File: config.mk
export PLATFORM = sky130hd
export DESIGN_NAME = comm_watchdog
export DESIGN_NICKNAME = d
export VERILOG_FILES = /design/src/rtl/cwd_pkg.sv /design/src/rtl/cwd_rearm_filter.sv /design/src/rtl/cwd_timer.sv /design/src/rtl/cwd_arm_ctrl.sv /design/src/rtl/comm_watchdog.sv
export SDC_FILE = /design/constraint.sdc
export NUM_CORES = 1
export LEC_CHECK = 0
export BUFFER_PORTS_ARGS = -buffer_cell sky130_fd_sc_hd__buf_4
export CAP_MARGIN = 10
export CORE_MARGIN = 2
export CORE_UTILIZATION = 41
export DETAILED_ROUTE_END_ITERATION = 8
export PLACE_DENSITY = 0.65
export SLEW_MARGIN = 20
export SYNTH_ARGS = -nofsm -noshare
export SYNTH_HDL_FRONTEND = slang
export SYNTH_HIERARCHICAL = 1
export SYNTH_SLANG_ARGS = --single-unit
export TNS_END_PERCENT = 10
File: constraint.sdc
create_clock -name clk -period 3.8 [get_ports clk]
set_input_delay 0 -clock clk [delete_from_list [all_inputs] [get_ports clk]]
set_output_delay 0 -clock clk [all_outputs]
set_load 0.1 [all_outputs]
File: src/rtl/cwd_pkg.sv
package cwd_pkg;

   // call type codes that count as live cyclic traffic
   localparam int unsigned CALL_XCHG     = 0;
   localparam int unsigned CALL_PARAM_WR = 1;

   // default re-arm mask: one bit per call code
   localparam logic [31:0] REARM_MASK_DEF = (32'd1 << CALL_XCHG) | (32'd1 << CALL_PARAM_WR);

   typedef enum logic {
      WD_IDLE  = 1'b0,
      WD_ARMED = 1'b1
   } wd_state_e;

   function automatic longint unsigned window_cycles(longint unsigned khz, longint unsigned us);
      return (khz * us) / 64'd1000;
   endfunction

endpackage

File: src/rtl/cwd_rearm_filter.sv
module cwd_rearm_filter
   import cwd_pkg::*;
#(
   parameter int unsigned KIND_W      = 4,
   parameter logic [31:0] REARM_MASK  = REARM_MASK_DEF,
   parameter bit          MASK_LOOKUP = 1'b1
) (
   input  logic              call_valid,
   input  logic [KIND_W-1:0] call_kind,
   output logic              rearm
);

   generate
      if (MASK_LOOKUP) begin : g_mask
         // table driven: any code set may re-arm
         assign rearm = call_valid & REARM_MASK[call_kind];
      end else begin : g_cmp
         // fixed pair of comparators, no table
         assign rearm = call_valid &
                        ((call_kind == KIND_W'(CALL_XCHG)) |
                         (call_kind == KIND_W'(CALL_PARAM_WR)));
      end
   endgenerate

endmodule

File: src/rtl/cwd_timer.sv
module cwd_timer #(
   parameter longint unsigned LIMIT      = 64'd2,
   parameter bit              COUNT_DOWN = 1'b0
) (
   input  logic clk,
   input  logic srst,
   input  logic clear,
   input  logic run,
   output logic expired
);

   localparam int unsigned CNT_W = (LIMIT > 64'd2) ? $clog2(LIMIT) : 1;
   localparam logic [CNT_W-1:0] TERM = CNT_W'(LIMIT - 64'd1);
   localparam logic [CNT_W-1:0] ONE  = CNT_W'(1);

   generate
      if (COUNT_DOWN) begin : g_down
         logic [CNT_W-1:0] cnt_q;
         assign expired = run & (cnt_q == '0);
         always_ff @(posedge clk) begin
            if (srst || clear) begin
               cnt_q <= TERM;
            end else if (run) begin
               cnt_q <= expired ? TERM : (cnt_q - ONE);
            end
         end
      end else begin : g_up
         logic [CNT_W-1:0] cnt_q;
         assign expired = run & (cnt_q == TERM);
         always_ff @(posedge clk) begin
            if (srst || clear) begin
               cnt_q <= '0;
            end else if (run) begin
               cnt_q <= expired ? '0 : (cnt_q + ONE);
            end
         end
      end
   endgenerate

endmodule

File: src/rtl/cwd_arm_ctrl.sv
module cwd_arm_ctrl
   import cwd_pkg::*;
(
   input  logic clk,
   input  logic srst,
   input  logic enable,
   input  logic rearm,
   input  logic expired,
   output logic run,
   output logic clear,
   output logic reset_req
);

   wd_state_e state_q, state_d;
   logic      req_q;

   assign run   = (state_q == WD_ARMED) & enable & ~rearm;
   assign clear = ~enable | rearm;

   always_comb begin
      state_d = state_q;
      if (!enable) begin
         state_d = WD_IDLE;
      end else if (rearm) begin
         state_d = WD_ARMED;
      end else if (expired) begin
         state_d = WD_IDLE;
      end
   end

   always_ff @(posedge clk) begin
      if (srst) begin
         state_q <= WD_IDLE;
         req_q   <= 1'b0;
      end else begin
         state_q <= state_d;
         req_q   <= expired;
      end
   end

   assign reset_req = req_q;

endmodule

File: src/rtl/comm_watchdog.sv
module comm_watchdog
   import cwd_pkg::*;
#(
   parameter int unsigned CLK_KHZ     = 125000,
   parameter int unsigned WINDOW_US   = 40000,
   parameter int unsigned KIND_W      = 4,
   parameter logic [31:0] REARM_MASK  = REARM_MASK_DEF,
   parameter bit          MASK_LOOKUP = 1'b1,
   parameter bit          COUNT_DOWN  = 1'b0
) (
   input  logic              clk,
   input  logic              srst,
   input  logic              wd_enable,
   input  logic              call_valid,
   input  logic [KIND_W-1:0] call_kind,
   output logic              reset_req
);

   localparam longint unsigned TIMEOUT_CYC = window_cycles(CLK_KHZ, WINDOW_US);

   generate
      if (TIMEOUT_CYC < 64'd2) begin : g_bad_window
         $error("comm_watchdog: window shorter than two cycles");
      end
      if (KIND_W < 1 || KIND_W > 5) begin : g_bad_kind
         $error("comm_watchdog: KIND_W must lie in 1..5");
      end
      if (REARM_MASK == 32'd0) begin : g_bad_mask
         $error("comm_watchdog: re-arm mask selects no call type");
      end
   endgenerate

   logic rearm;
   logic run;
   logic clear;
   logic expired;

   cwd_rearm_filter #(
      .KIND_W      (KIND_W),
      .REARM_MASK  (REARM_MASK),
      .MASK_LOOKUP (MASK_LOOKUP)
   ) i_filter (
      .call_valid (call_valid),
      .call_kind  (call_kind),
      .rearm      (rearm)
   );

   cwd_timer #(
      .LIMIT      (TIMEOUT_CYC),
      .COUNT_DOWN (COUNT_DOWN)
   ) i_timer (
      .clk     (clk),
      .srst    (srst),
      .clear   (clear),
      .run     (run),
      .expired (expired)
   );

   cwd_arm_ctrl i_ctrl (
      .clk       (clk),
      .srst      (srst),
      .enable    (wd_enable),
      .rearm     (rearm),
      .expired   (expired),
      .run       (run),
      .clear     (clear),
      .reset_req (reset_req)
   );

endmodule

# Word-level counts from Yosys, hierarchy flattened
# Memory sizes are Yosys's and may differ from the RTL's.
# Index checks and enable logic that the tools add are counted.
totals:
  rom_bits: 16
  ff_bits: 25
  memories: 1
  out_inout_bits: 1
mem_list:
  columns: ["memory", "words", "width", "read_ports", "rd_clocked_by_memory_dff", "wr", "line_no", "source"]
  rows:
  - ["(name not given)", 16, 1, 1, 0, 0, "cwd_rearm_filter.sv:16", "assign rearm = call_valid & REARM_MASK[call_kind];"]
classes:
  muxes: 4
  addsub: 1
  n_reduce_logical: 3
  eq_ne: 1
  magnitude_cmp: 1
  bitwise_logic: 7
ops:
  columns: ["op", "n"]
  rows:
  - ["$add A23 B1 Y23 const B", 1]
  - ["$eq A23 B23 Y1 const B", 1]
  - ["$mux W23", 1]
  - ["$lt A4 B6 Y1 const B", 1]
  - ["$and A1 B1 Y1", 4]
  - ["$mux W1", 3]
  - ["$not A1 Y1", 2]
  - ["$reduce_bool A2 Y1", 1]
  - ["$reduce_or A2 Y1", 1]
  - ["$logic_or A1 B1 Y1", 1]
  - ["$or A1 B1 Y1", 1]

# Depth between registers and ports, before layout
depth:
  depth_word: 8
  mapped_depth: 8

# Cells and area by module
# Netlist, hierarchy kept.
modules_own_cells:
  columns: ["mod", "cells_each", "area_per_inst_um2", "instances"]
  rows:
  - ["cwd_timer", 126, 1141.1, 1]
  - ["cwd_arm_ctrl", 9, 88.8, 1]
  - ["cwd_rearm_filter", 1, 15.0, 1]

# Least setup slack after synthesis
# No wires, ideal clock.
synth_timing:
  kind: "register to register"
  start: "register i_ctrl.state_q"
  end: "register i_timer.g_up.cnt_q[20]"
  slack_ps: 1992
  t_arrival_ps: 1683
  n_path_buf: 1
  t_required_ps: 3675
  stages_incl_launch_ff: 7
  path_cell_list: "dfxtp_1 -> and3_1 -> nand3_1 -> or4_4 -> o21ai_4 -> buf_6 -> a21oi_1"
synth_between:
  elab_chain_len: 4
synth_lines:
  columns: ["item", "line_no", "source"]
  rows:
  - ["from (decl)", "cwd_arm_ctrl.sv:14", "wd_state_e state_q, state_d;"]
  - ["from (signal assigned)", "cwd_arm_ctrl.sv:36", "state_q <= state_d;"]
  - ["$and A1 B1 Y1 (*) (2 in a row)", "cwd_arm_ctrl.sv:17", "assign run = (state_q == WD_ARMED) & enable & ~rearm;"]
  - ["via run", "comm_watchdog.sv:34", "logic run;"]
  - ["$and A1 B1 Y1", "cwd_timer.sv:29", "assign expired = run & (cnt_q == TERM);"]
  - ["$mux W23", "cwd_timer.sv:34", "cnt_q <= expired ? '0 : (cnt_q + ONE);"]
  - ["to (signal assigned)", "cwd_timer.sv:34", null]
  - ["to (decl)", "cwd_timer.sv:28", "logic [CNT_W-1:0] cnt_q;"]
# Mark *: on every way through the listed nets, which the timed path passes. The rest lies on a longest branch.
# A chain may end at the register's enable or synchronous reset.

# Worst setup path in the final report
layout_timing:
  start: "register i_ctrl.state_q"
  end: "register i_ctrl.state_q"
layout_between:
  elab_chain_len: 4
layout_lines:
  columns: ["item", "line_no", "source"]
  rows:
  - ["$and A1 B1 Y1 (2 in a row)", "cwd_arm_ctrl.sv:17", null]
  - ["via run", "comm_watchdog.sv:34", null]
  - ["$and A1 B1 Y1", "cwd_timer.sv:29", null]
  - ["via expired", "comm_watchdog.sv:36", "logic expired;"]
  - ["$reduce_bool A2 Y1 (no source line)", null, null]
# The timed path passes the listed nets, and every way through them passes these cells.

==> impl_results.md <==
* Reg-to-reg slack, setup at 1.31 ns
* Commonest cells after routing, fill and taps aside: 25 x dfxtp_1, 14 x nor2_1, 9 x a21oi_1
* Initial antenna violation count at 0
* Initial Util at 44.0%
* Leakage at 0.421 nW
* Number of placement rows at 19
* Register Area at 500 um2
* Routed wire length at 2320 um
* Final cell count without fillers at 177
* Seq cells post-synth at 25
* Height of the chip at 59.1 um
* Crit start category: register
* Htree depth at 1
* CTS Root Cell: clkbuf_4
* Number of global-route vias before repair at 883
* CORE AREA at 2830 um2
* Total CTS buffers at 3
* Share of post-route cells with drive strength above 1 at 14.4%
* Antenna Violating Nets Remaining at 0
* Commonest non-fill, non-tap cell in the layout: dfxtp_1
* Detailed placement HPWL at 1630 um
* Cell variety after synth at 37
* Dpl cells at 170
* Final setup TNS at 0 ns
* Power per cell area at 291 nW/um2
* Worst-path clk slew at 0.14 ns
* CTS tree: built
* Latest clock arrival within the worst-skew pair at 0.31 ns
* Grt met3 use at 2.62%
* FMAX at 0.402 GHz
* CP required at 4.02 ns
* Crit path max fanout at 8
* Status: completed
* Relative slew slack at 60.6%
* Grt peak-use layer: met2
* Clock sinks at 25
* Syn avg cell area at 9.15 um2
* Die ar. at 3490 um2
* Via count at 1,012
* Clock Skew at 0.00758 ns
* Hold Crit Class: in -> reg
* Routed length per instance at 13.1 um
* Ant. Diodes at 0
* Gpl congestion at 0.749
* Post-CTS Resized at 0
* PortBufs at 7
* Hold path depth at 6
* Syn. warnings at 6
* Cell Area, Synth at 1240 um2
* Peak supply drop at 0.203 mV
* DR DRC count at 0
* Crit. End Element: register
* Worst hold slack at 0.376 ns
* Final Slew Violations at 0
* Crit share post-route at 65.5%
* Area of the multi-input gates at 698 um2
* Setup ws final at 1.31 ns
* CP Class: reg -> reg
* RSZ-0062 raised after global routing: no
* First-pass GRT wire length at 3880 um
* Fillers at 284
* Grt met2 use at 24.0%
* First-pass DRT Iterations at 4
* Largest net degree at the start of global routing at 22
* Synthesized Nets at 145
* GRT overflow at 0
* Endpoints failing setup at 0
* Via density at 5.72
* Max-Cap Viols at 0
* GR Util All Layers at 14.6%
* Grt met1 use at 19.2%
* Seq/Total Area, Yosys at 40.2%
* Die W at 59.1 um
* Final Hold Violating Endpoints at 0
* Boundary pin count at 9
* Layout net count at 156
* Initial drt markers at 22
* Slew @ Worst Pin at 0.589 ns
* CP arrival at 2.71 ns
* Cell count after synthesis at 136
* Crit path time final at 2.49 ns
* Pre-CTS WS at 1.57 ns
* CTS max path bufs at 2
* Cells on worst reg2reg path at 7
* Syn-to-layout area delta at 9.35%
-- path summary, 6_finish.rpt --
check	to	startpoint
setup / recovery	i_ctrl/state_q$_SDFFE_PP0P_	i_ctrl/state_q$_SDFFE_PP0P_
hold / removal	i_timer/g_up.cnt_q[1]$_SDFFE_PP0P_	call_valid
setup reg to reg	i_ctrl/state_q$_SDFFE_PP0P_	i_ctrl/state_q$_SDFFE_PP0P_
hold reg to reg	i_timer/g_up.cnt_q[22]$_SDFFE_PP0P_	i_timer/g_up.cnt_q[22]$_SDFFE_PP0P_
-- synthesized netlist by cell type (all sizes together) --
library cell  number  area (um2)
nor4b              2        23.8
nor4               1        6.26
dfxtp             25         500
and4               3        26.3
o211ai             1        7.51
or3                6        37.5
nand2b             4        32.5
buf                4        35.0
o31ai              4        30.0
and3               3        18.8
nor2b              3        18.8
a21oi             11        62.6
nand2              6        22.5
nor3b              1        7.51
inv                3        11.3
nand4              6        52.6
a21boi             2        15.0
nand3              8        45.0
or4                5        45.0
nor3               1        5.00
xor2               6        52.6
o21ai              8        51.3
nor2              14        52.6
nand4bb            2        22.5
xnor2              5        43.8
ha                 1        12.5
and2               1        6.26
-- cell families (layout without fill, tap and decap cells) --
| logic type | Yosys count | in the layout | synth area share (%) |
|---|---|---|---|
| XOR/XNOR | 11 | 11 | 7.74 |
| flip-flops | 25 | 25 | 40.2 |
| adder cells (fa/ha/maj) | 1 | 1 | 1.00 |
| AND/OR/NAND/NOR | 66 | 66 | 34.0 |
| buffers and inverters | 7 | 17 | 3.72 |
| AO/OA/AOI/OAI | 26 | 26 | 13.4 |
-- metal layers --
metal	wire, um	up-vias
met5	0	-
met4	10	0
met3	61	2
met2	1140	12
met1	1100	480
li1	-	518
-- report_power, final --
part           internal (mW)  switching, mW  leakage (nW)  total (mW)
sequential             0.262       0.000177         0.201       0.262
combinational        0.00769        0.00767         0.206      0.0154
clock                 0.0401         0.0780        0.0139       0.118
total                  0.310         0.0859         0.421       0.396
-- state kept, by name, indices dropped and copies added (netlist names) --
| register | count |
|---|---|
| i_ctrl/reset_req | 1 |
| i_ctrl/state_q | 1 |
| i_timer/g_up.cnt_q | 23 |
-- critical path: stages (launching register included) --
cell and delay, ns:
dfxtp_1 0.40, and3_1 0.30, nand3_1 0.21, or4_4 0.60, nor2_1 0.15, nand2b_4 0.15, a21oi_2 0.05, dlygate4sd3_1 0.54
-- cell type report --
class | instances | share of cell area (%)
Clock buffer | 3 | 1.65
Clock inverter | 1 | 0.551
Inverter | 3 | 0.827
Multi-Input combinational cell | 104 | 51.3
Sequential cell | 25 | 36.8
Tap cell | 31 | 2.85
Timing Repair Buffer | 10 | 6.07
-- what timing repair did --
| item | in CTS | in global routing |
|---|---|---|
| hold buffers | 3 | 0 |
| endpoints found under the hold margin | 3 | 0 |
| setup buffers | 0 | 0 |
-- per-stage QoR --
stage | utilization (%) | area [um2] | total power [mW]
floorplan | - | 1240 | 0.277
detailed placement | 46.0 | 1300 | 0.282
finish | 48.1 | 1360 | 0.396
global route | 48.1 | 1360 | 0.418
CTS | 48.1 | 1360 | 0.406
global placement | 46.0 | 1300 | 0.281
No activity file was read; power rests on OpenSTA's default activity.
